<file path="config.mk">
export PLATFORM = sky130hd
export DESIGN_NAME = gpio_irq_ctrl
export DESIGN_NICKNAME = d
export VERILOG_FILES = /design/src/rtl/gpio_irq_pkg.sv /design/src/rtl/gpio_irq_regs.sv /design/src/rtl/gpio_irq_debounce.sv /design/src/rtl/gpio_irq_detect.sv /design/src/rtl/gpio_irq_ctrl.sv
export SDC_FILE = /design/constraint.sdc
export NUM_CORES = 1
export LEC_CHECK = 0
export BUFFER_PORTS_ARGS = -buffer_cell sky130_fd_sc_hd__clkbuf_2
export CORE_MARGIN = 2
export CORE_UTILIZATION = 35
export DETAILED_ROUTE_END_ITERATION = 6
export MAX_ROUTING_LAYER = met4
export PLACE_DENSITY_LB_ADDON = 0.12
export SLEW_MARGIN = 20
export SYNTH_ARGS = -nofsm -noshare
export SYNTH_HDL_FRONTEND = slang
export SYNTH_SLANG_ARGS = --single-unit
</file>
<file path="constraint.sdc">
create_clock -name clk -period 1.5 [get_ports clk]
set_clock_uncertainty 0.1 [all_clocks]
set_input_delay 0 -clock clk [delete_from_list [all_inputs] [get_ports clk]]
set_output_delay 0 -clock clk [all_outputs]
set_load 0.1 [all_outputs]
</file>
<file path="src/rtl/gpio_irq_pkg.sv">
package gpio_irq_pkg;
  localparam int ADDR_W   = 8;
  localparam int DATA_W   = 32;
  localparam int NUM_CFG  = 6;
  localparam int PAIR_STRIDE = 8;

  typedef enum int {
    CFG_EN   = 0,
    CFG_MASK = 1,
    CFG_EDGE = 2,
    CFG_POL  = 3,
    CFG_BOTH = 4,
    CFG_DEB  = 5
  } cfg_idx_e;

  localparam logic [ADDR_W-1:0] ADDR_STATUS = 8'h30;
  localparam logic [ADDR_W-1:0] ADDR_ACK    = 8'h34;
  localparam logic [ADDR_W-1:0] ADDR_GATE   = 8'h38;

  function automatic logic [ADDR_W-1:0] set_addr(input int idx);
    return ADDR_W'(idx * PAIR_STRIDE);
  endfunction

  function automatic logic [ADDR_W-1:0] clr_addr(input int idx);
    return ADDR_W'(idx * PAIR_STRIDE + 4);
  endfunction
endpackage

</file>
<file path="src/rtl/gpio_irq_regs.sv">
module gpio_irq_regs
  import gpio_irq_pkg::*;
#(
  parameter int N_LINES = 32
) (
  input  logic                            clk,
  input  logic                            rst_n,
  input  logic                            bus_wr,
  input  logic [ADDR_W-1:0]               bus_addr,
  input  logic [DATA_W-1:0]               bus_wdata,
  output logic [NUM_CFG-1:0][N_LINES-1:0] cfg_q,
  output logic                            gate_q,
  output logic [N_LINES-1:0]              ack_bits
);
  logic [N_LINES-1:0] wbits;
  assign wbits = bus_wdata[N_LINES-1:0];

  for (genvar g = 0; g < NUM_CFG; g++) begin : g_pair
    always_ff @(posedge clk or negedge rst_n) begin
      if (!rst_n) begin
        cfg_q[g] <= '0;
      end else if (bus_wr && bus_addr == set_addr(g)) begin
        cfg_q[g] <= cfg_q[g] | wbits;
      end else if (bus_wr && bus_addr == clr_addr(g)) begin
        cfg_q[g] <= cfg_q[g] & ~wbits;
      end
    end
  end

  always_ff @(posedge clk or negedge rst_n) begin
    if (!rst_n) begin
      gate_q <= 1'b0;
    end else if (bus_wr && bus_addr == ADDR_GATE) begin
      gate_q <= bus_wdata[0];
    end
  end

  assign ack_bits = (bus_wr && bus_addr == ADDR_ACK) ? wbits : '0;
endmodule

</file>
<file path="src/rtl/gpio_irq_debounce.sv">
module gpio_irq_debounce #(
  parameter int DEB_CYCLES = 4
) (
  input  logic clk,
  input  logic rst_n,
  input  logic raw,
  input  logic deb_en,
  output logic filt
);
  localparam int CW = $clog2(DEB_CYCLES) + 1;
  localparam logic [CW-1:0] LAST = CW'(DEB_CYCLES - 1);

  logic [CW-1:0] cnt_q;

  always_ff @(posedge clk or negedge rst_n) begin
    if (!rst_n) begin
      filt  <= 1'b0;
      cnt_q <= '0;
    end else if (!deb_en) begin
      filt  <= raw;
      cnt_q <= '0;
    end else if (raw != filt) begin
      if (cnt_q == LAST) begin
        filt  <= raw;
        cnt_q <= '0;
      end else begin
        cnt_q <= cnt_q + 1'b1;
      end
    end else begin
      cnt_q <= '0;
    end
  end
endmodule

</file>
<file path="src/rtl/gpio_irq_detect.sv">
module gpio_irq_detect #(
  parameter int N_LINES = 32
) (
  input  logic               clk,
  input  logic               rst_n,
  input  logic [N_LINES-1:0] filt,
  input  logic [N_LINES-1:0] en,
  input  logic [N_LINES-1:0] edge_sel,
  input  logic [N_LINES-1:0] pol,
  input  logic [N_LINES-1:0] both,
  input  logic [N_LINES-1:0] ack,
  output logic [N_LINES-1:0] latch,
  output logic [N_LINES-1:0] pend_q,
  output logic [N_LINES-1:0] status
);
  logic [N_LINES-1:0] prev_q;
  logic [N_LINES-1:0] rise, fall, evt, edge_mode, level_hit;

  always_comb begin
    rise      = filt & ~prev_q;
    fall      = ~filt & prev_q;
    edge_mode = both | edge_sel;
    evt       = (both & (rise | fall)) |
                (~both & edge_sel & ((pol & rise) | (~pol & fall)));
    latch     = en & evt;
    level_hit = (pol & filt) | (~pol & ~filt);
    status    = en & ((edge_mode & pend_q) | (~edge_mode & level_hit));
  end

  always_ff @(posedge clk or negedge rst_n) begin
    if (!rst_n) begin
      prev_q <= '0;
      pend_q <= '0;
    end else begin
      prev_q <= filt;
      pend_q <= latch | (pend_q & ~ack);
    end
  end
endmodule

</file>
<file path="src/rtl/gpio_irq_ctrl.sv">
module gpio_irq_ctrl
  import gpio_irq_pkg::*;
#(
  parameter int N_LINES    = 32,
  parameter int DEB_CYCLES = 4
) (
  input  logic               clk,
  input  logic               rst_n,
  input  logic               bus_wr,
  input  logic               bus_rd,
  input  logic [7:0]         bus_addr,
  input  logic [31:0]        bus_wdata,
  output logic [31:0]        bus_rdata,
  output logic               bus_rvalid,
  input  logic [N_LINES-1:0] pin_in,
  output logic               irq_out
);
  logic [NUM_CFG-1:0][N_LINES-1:0] cfg_q;
  logic                            gate_q;
  logic [N_LINES-1:0]              ack_bits;
  logic [N_LINES-1:0]              filt;
  logic [N_LINES-1:0]              latch;
  logic [N_LINES-1:0]              pend_q;
  logic [N_LINES-1:0]              status;
  logic [DATA_W-1:0]               rd_mux;

  gpio_irq_regs #(.N_LINES(N_LINES)) u_regs (
    .clk      (clk),
    .rst_n    (rst_n),
    .bus_wr   (bus_wr),
    .bus_addr (bus_addr),
    .bus_wdata(bus_wdata),
    .cfg_q    (cfg_q),
    .gate_q   (gate_q),
    .ack_bits (ack_bits)
  );

  for (genvar i = 0; i < N_LINES; i++) begin : g_line
    gpio_irq_debounce #(.DEB_CYCLES(DEB_CYCLES)) u_deb (
      .clk   (clk),
      .rst_n (rst_n),
      .raw   (pin_in[i]),
      .deb_en(cfg_q[CFG_DEB][i]),
      .filt  (filt[i])
    );
  end

  gpio_irq_detect #(.N_LINES(N_LINES)) u_det (
    .clk     (clk),
    .rst_n   (rst_n),
    .filt    (filt),
    .en      (cfg_q[CFG_EN]),
    .edge_sel(cfg_q[CFG_EDGE]),
    .pol     (cfg_q[CFG_POL]),
    .both    (cfg_q[CFG_BOTH]),
    .ack     (ack_bits),
    .latch   (latch),
    .pend_q  (pend_q),
    .status  (status)
  );

  always_comb begin
    rd_mux = '0;
    for (int k = 0; k < NUM_CFG; k++) begin
      if (bus_addr == set_addr(k)) rd_mux[N_LINES-1:0] = cfg_q[k];
    end
    if (bus_addr == ADDR_STATUS) rd_mux[N_LINES-1:0] = status;
    if (bus_addr == ADDR_GATE)   rd_mux[0] = gate_q;
  end

  always_ff @(posedge clk or negedge rst_n) begin
    if (!rst_n) begin
      bus_rdata  <= '0;
      bus_rvalid <= 1'b0;
    end else begin
      bus_rvalid <= bus_rd;
      if (bus_rd) bus_rdata <= rd_mux;
    end
  end

  assign irq_out = gate_q & (|(status & ~cfg_q[CFG_MASK]));
endmodule

</file>
-- Yosys cells after proc, flatten, opt, wreduce, memory -nomap -nowiden
Cells that the tools add are included.
- register bits after elaboration: 418
- bits of input ports: 76
- output and inout port bits: 34
- logic and storage cells: 559
- $add $sub $neg: 32
- eq/ne operators: 142
- muxes and demuxes: 213
- bitwise gates (word level): 43
- reductions and logical operators: 54
- operators by type and width (cell ; number):
    bitwise AND 32 bit ; 21
    2-to-1 mux 32 bit ; 20
    OR 32 bit ; 13
    2-to-1 mux 3 bit ; 96
    inverter 32 bit ; 8
    != test 2 x 1 -> 1 bit, second input constant ; 64
    2-to-1 mux 1 bit ; 97
    adder 3 x 1 -> 3 bit, second input constant ; 32
    equality test 3 x 2 -> 1 bit, second input constant ; 32
    AND reduction 2 bit ; 32
    equality test 8 x 6 -> 1 bit, second input constant ; 7
    equality test 8 x 5 -> 1 bit, second input constant ; 4
    != test 1 bit ; 32
    OR reduction 32 bit ; 1
    equality test 8 x 4 -> 1 bit, second input constant ; 2
    logical AND 1 bit ; 14
    nonzero test 2 bit ; 6
    equality test 8 x 3 -> 1 bit, second input constant ; 1
    logical NOT 8 bit ; 1
    bitwise AND 1 bit ; 1

-- Depth between registers and ports, before layout
- word-level depth: 9
- mapped depth: 9
- gate-level depth less buffers: 6

-- Cells and area by module
From an unflattened synthesis, not the netlist that was laid out.
- cells, all modules: 2351
- area, all modules: 23899.2 um^2
- modules (own cells, without submodules) (module ; times used ; cells each ; area each (um^2) ; sequential area each (um^2)):
    gpio_irq_regs ; 1 ; 881 ; 9263.9 ; 4829.6
    gpio_irq_debounce ; 32 ; 14 ; 181.4 ; 100.1
    gpio_irq_detect ; 1 ; 576 ; 5133.7 ; 1601.5
    gpio_irq_ctrl ; 1 ; 446 ; 3696.0 ; 825.8

-- Least setup slack after synthesis
OpenSTA, ideal clock, no wires.
- kind: reg-to-output
- start point: reg with a tool-made name
- end point: out irq_out
- arrival time: 3.097 ns
- data required time: 1.400 ns
- slack: -1.697 ns
- stages on the path, launching flop included: 7
- path buffers: 0
- path through: dfrtp_1 -> or4b_2 -> o22ai_1 -> a311oi_1 -> nand4_1 -> nor4_1 -> a41oi_1
- RTL lines (what ; RTL line ; text):
    end: declaration ; gpio_irq_ctrl.sv:16 ; output logic irq_out

-- Worst setup path after layout
- start point: reg g_line[2].u_deb.filt
- end point: out irq_out
- cells in the longest elaborated chain, start to end: 9
- elaborated cells between the ends (all ways): 10
- those cells by class: bitwise (9); reduce/logical (1)
- ends and longest elaborated chain (what ; RTL line ; text):
    start: declaration ; gpio_irq_debounce.sv:8 ; output logic filt
    start signal: assignment ; gpio_irq_debounce.sv:20 ; filt <= raw;
    start signal: assignment ; gpio_irq_debounce.sv:24 ; filt <= raw;
    inverter 32 bit ; gpio_irq_detect.sv:26 ; level_hit = (pol & filt) | (~pol & ~filt);
    bitwise AND 32 bit ; gpio_irq_detect.sv:26 ;
    OR 32 bit * ; gpio_irq_detect.sv:26 ;
    bitwise AND 32 bit * ; gpio_irq_detect.sv:27 ; status = en & ((edge_mode & pend_q) | (~edge_mode & level_hit));
    OR 32 bit * ; gpio_irq_detect.sv:27 ;
    bitwise AND 32 bit * ; gpio_irq_detect.sv:27 ;
    bitwise AND 32 bit * ; gpio_irq_ctrl.sv:81 ; assign irq_out = gate_q & (|(status & ~cfg_q[CFG_MASK]));
    OR reduction 32 bit * ; gpio_irq_ctrl.sv:81 ;
    bitwise AND 1 bit * ; gpio_irq_ctrl.sv:81 ;
Every way passes the cells marked *; elsewhere a longest branch is shown, timed or not.

==> flow_results.org <==
** Detailed routing
- After detailed routing, the average wire length per cell comes to 21.4 um.
- Starting DRC count in detailed routing :: 1334
- In the routed design, unresolved DRC markers number 0.
- Once detail routing completed, the nets flagged for antenna violations numbered 0.
- Post-detailed-routing wire length :: 76.9 mm
- Summing over every cut layer, the via total after detailed routing is 19200.
- DRT Pass-1 Iters :: 6
- After detailed routing, the number of vias per cell comes to 5.33.

** Floorplanning
- In this run the horizontal extent of the chip is 253 um.
- The floorplan step defined a core boundary enclosing 0.0614 mm2.
- Vertical extent of the die :: 253 um
- Count of pins on the block boundary :: 110
- Starting density of the core :: 35.3%
- Floorplan die area :: 0.0638 mm2
- Num rows :: 91

** Layout
- From synthesis to final layout, the design area changed by 44.4%.
- Area of the multi-input gates :: 0.0115 mm2
- The final layout contains 2949 nets.
- With fillers left out, the area of the finished cells amounts to 0.0313 mm2.
- Cells with a size suffix above 1 make up 33.7% of the layout.
- For this run, the share of the core covered by cells in the final layout is 50.9%.
- Area taken by flip-flops and latches :: 0.0105 mm2
- The filler cells instantiated in the layout total 5570.
- Layout Cells excl Fill :: 3601

** Place
- Number of instances in the placed design :: 3381
- Half-perimeter wire length of the detailed placement result :: 51.2 mm
- After detailed placement, the total cell area comes to 0.0268 mm2.
- Post-Place Worst Slack :: -1120 ps
- During placement, the flow inserted port buffers numbering 109.
- At the end of routability-driven placement, the weighted congestion stood at 0.861.

** Run
- Count of maximum capacitance violations :: 0

** Global routing
- Maximum number of pins on one net before global-route repair :: 50
- The initial antenna violation count came to 2.
- The first global-routing pass estimated 117 mm of wire.
- Global routing used 24.8% of the available tracks.
- Via count of the first global-routing pass :: 19500
- Congestion Overflow GR :: 0

** Timing
- The routed design could run at a clock period as short as 2820 ps.
- Setup violators final :: 52
- Setup repair after global routing could not meet its margin everywhere.
- Final WS setup :: -1320 ps
- Dividing the final minimum period by the clock period gives 188%.
- Hold Fails Final Rpt :: 0
- Based on the critical path, the design can be clocked at up to 355 MHz.
- The number of max-slew violations in the final report is 0.
- At the pin with the least slew margin, the transition time is 546 ps.
- Measured against its own limit, the worst slew margin works out to 63.3%.

** Critical path
- Cell depth of the worst flop-to-flop path :: 6
- Crit path max-delay family :: simple AND/OR/NAND/NOR gates
- Worst EP required :: 1400 ps
- Critical-path top delay cell :: sky130_fd_sc_hd__nor4_4
- Critical path cell sequence :: xor2_1 -> o22ai_2 -> a31oi_1 -> nand4_1 -> nor4_4 -> a41oi_4 -> buf_12
- Type of origin of the critical path :: flop
- Together, buffers and inverters on the worst path number 1.
- In this run the critical register-to-register path is captured at bus_rdata[26]$_DFFE_PN0P_.
- The largest single stage delay on the critical path is 480 ps.
- CP Max Fanout :: 2
- Type of the setup path with the least slack :: flop to output pin
- The worst setup path is captured at an output pin.
- For flop-to-flop paths, the worst setup slack is -190 ps.
- Arrival time of data at the critical path endpoint :: 2720 ps

** Hold path
- The worst hold path terminates at g_line[5].u_deb.filt$_DFFE_PN0P_.
- The worst hold path was traced through 4 stages.
- Hold Startpoint :: pin_in[5]
- Worst min-delay path category :: primary input to flop

** Clock tree
- Clock slew at reported path FFs :: 60 ps
- Counting every sink on the clock net gives 418.
- CTS tree :: built
- Maximum clock path buffer count :: 3
- Counting the buffers created by CTS gives 50.
- At the later pin of the worst-skew pair, clock insertion delay measures 590 ps.
- The H-tree was split into 2 levels.
- Clk root buf :: sky130_fd_sc_hd__clkbuf_16

** Power and ir drop
- IR analysis of the VDD net gives a maximum drop of 0.000767 V.
- The completed layout was analyzed and its total power is 28.9 mW.
- Cell Pwr Density :: 924 mW/mm2
- Leakage power summed over all cells :: 14.5 nW

** Synthesis
- Among all flip-flop cells after synthesis, the most frequent one is sky130_fd_sc_hd__dfrtp_1.
- The synthesized design contains 0 enable-type register cells.
- Yosys attributes the largest share of cell area to sky130_fd_sc_hd__dfrtp_1 (48%), sky130_fd_sc_hd__a22o_1 (7.0%), sky130_fd_sc_hd__nand2_1 (6.9%).
- Summed over all instances, the cell type with the most area after synthesis is sky130_fd_sc_hd__dfrtp_1.
- Mapped Cells :: 2215
- Most common library cells after synthesis :: sky130_fd_sc_hd__dfrtp_1 (418), sky130_fd_sc_hd__nand2_1 (398), sky130_fd_sc_hd__a22o_1 (174), sky130_fd_sc_hd__inv_1 (151), sky130_fd_sc_hd__nor2_1 (112)
- Count of yosys warnings during synthesis :: 0
- By instance count, the leading cell after synthesis is sky130_fd_sc_hd__dfrtp_1.
- Ys async rst share :: 100%
- Counting every net in the synthesized netlist gives 2387.
- Cell Area, Synth :: 0.0216 mm2
- Share of the synthesized area in the top cell type :: 48.3%
- Count of cell types in the netlist :: 60
- Seq/Total Area, Yosys :: 48.3%
- In this run the mean area of a mapped cell was 9.77 um2.
- Synthesis inferred 418 register bits.

** Outcome
- The run finished, with violations left.
- The checks that failed: setup timing.
## power breakdown
part           total [mW]  internal, mW  leakage [nW]  switching [mW]
combinational        4.27          2.07          8.17            2.20
sequential           12.2          11.8          5.53           0.439
clock                12.4          7.52         0.817            4.89
total                28.9          21.4          14.5            7.53
## layer usage
metal | vias up | GRT usage, % | routed length (um)
li1 | 8971 | - | -
met1 | 9581 | 33.5 | 35000
met2 | 535 | 39.7 | 36400
met3 | 102 | 3.26 | 4030
met4 | 0 | 5.73 | 1520
met5 | - | - | 0
## cells in the final DEF (no fill, tap or decap), drive strengths merged, types with 70 or more instances in the layout
cell type      n
dlygate4sd3   70
dfrtp        418
nand2        398
nor2         114
inv          151
clkbuf       180
ha            96
o21ai        108
buf          474
a22o         174
## cell type report
| cell class | count | share of cell area [%] |
|---|---|---|
| Timing Repair Buffer | 648 | 19.2 |
| Sequential cell | 418 | 33.5 |
| Tap cell | 790 | 3.16 |
| Clock inverter | 8 | 0.376 |
| Antenna cell | 2 | 0.0160 |
| Clock buffer | 76 | 4.93 |
| Inverter | 151 | 2.00 |
| Multi-Input combinational cell | 1508 | 36.9 |
## kinds of logic (layout without fill, tap and decap cells)
group	after synthesis	after routing	synth area share, %
multiplexers	87	87	4.21
adder cells (fa/ha/maj)	96	96	5.55
other	0	2	0
AO/OA/AOI/OAI	555	555	18.7
AND/OR/NAND/NOR	706	706	15.2
XOR/XNOR	64	64	2.59
flip-flops	418	418	48.3
buffers and inverters	289	883	5.46
## worst reg2reg max path, cell delays in order, from the launching register on
cell                       delay [ps]
sky130_fd_sc_hd__dfrtp_1          420
sky130_fd_sc_hd__buf_6            140
sky130_fd_sc_hd__a21o_1           140
sky130_fd_sc_hd__a222oi_1         230
sky130_fd_sc_hd__a311oi_1          90
sky130_fd_sc_hd__a311oi_1         320
sky130_fd_sc_hd__a21oi_1          120
## how the worst max path moves through the flow
stage / from / endpoint / slack [ps] / depth (start not counted)
floorplan: flop / irq_out / -510 / 6
global placement: g_line[15].u_deb.filt$_DFFE_PN0P_ / irq_out / -1020 / 7
detailed placement: g_line[15].u_deb.filt$_DFFE_PN0P_ / irq_out / -1120 / 7
CTS: flop / irq_out / -1330 / 7
global route: g_line[2].u_deb.filt$_DFFE_PN0P_ / irq_out / -1350 / 7
finish: g_line[2].u_deb.filt$_DFFE_PN0P_ / irq_out / -1320 / 7
## timing repair
item / 4_1_cts / 5_1_grt
cloned: 0 / 1
hold endpoints to repair: 790 / 0
setup buffers: 31 / 63
resized for setup: 225 / 208
endpoints found under the setup margin: 97 / 68
hold buffers: 71 / 0
pin swaps: 107 / 111
## stage by stage
stage               hold slack (ps)  setup TNS, ps
floorplan                      -396          -6080
finish                         76.9          -3760
detailed placement             -173         -95680
global placement               -178         -91700
global route                   82.8          -7290
CTS                            40.3          -4530
No activity file was read; power rests on OpenSTA's default activity.
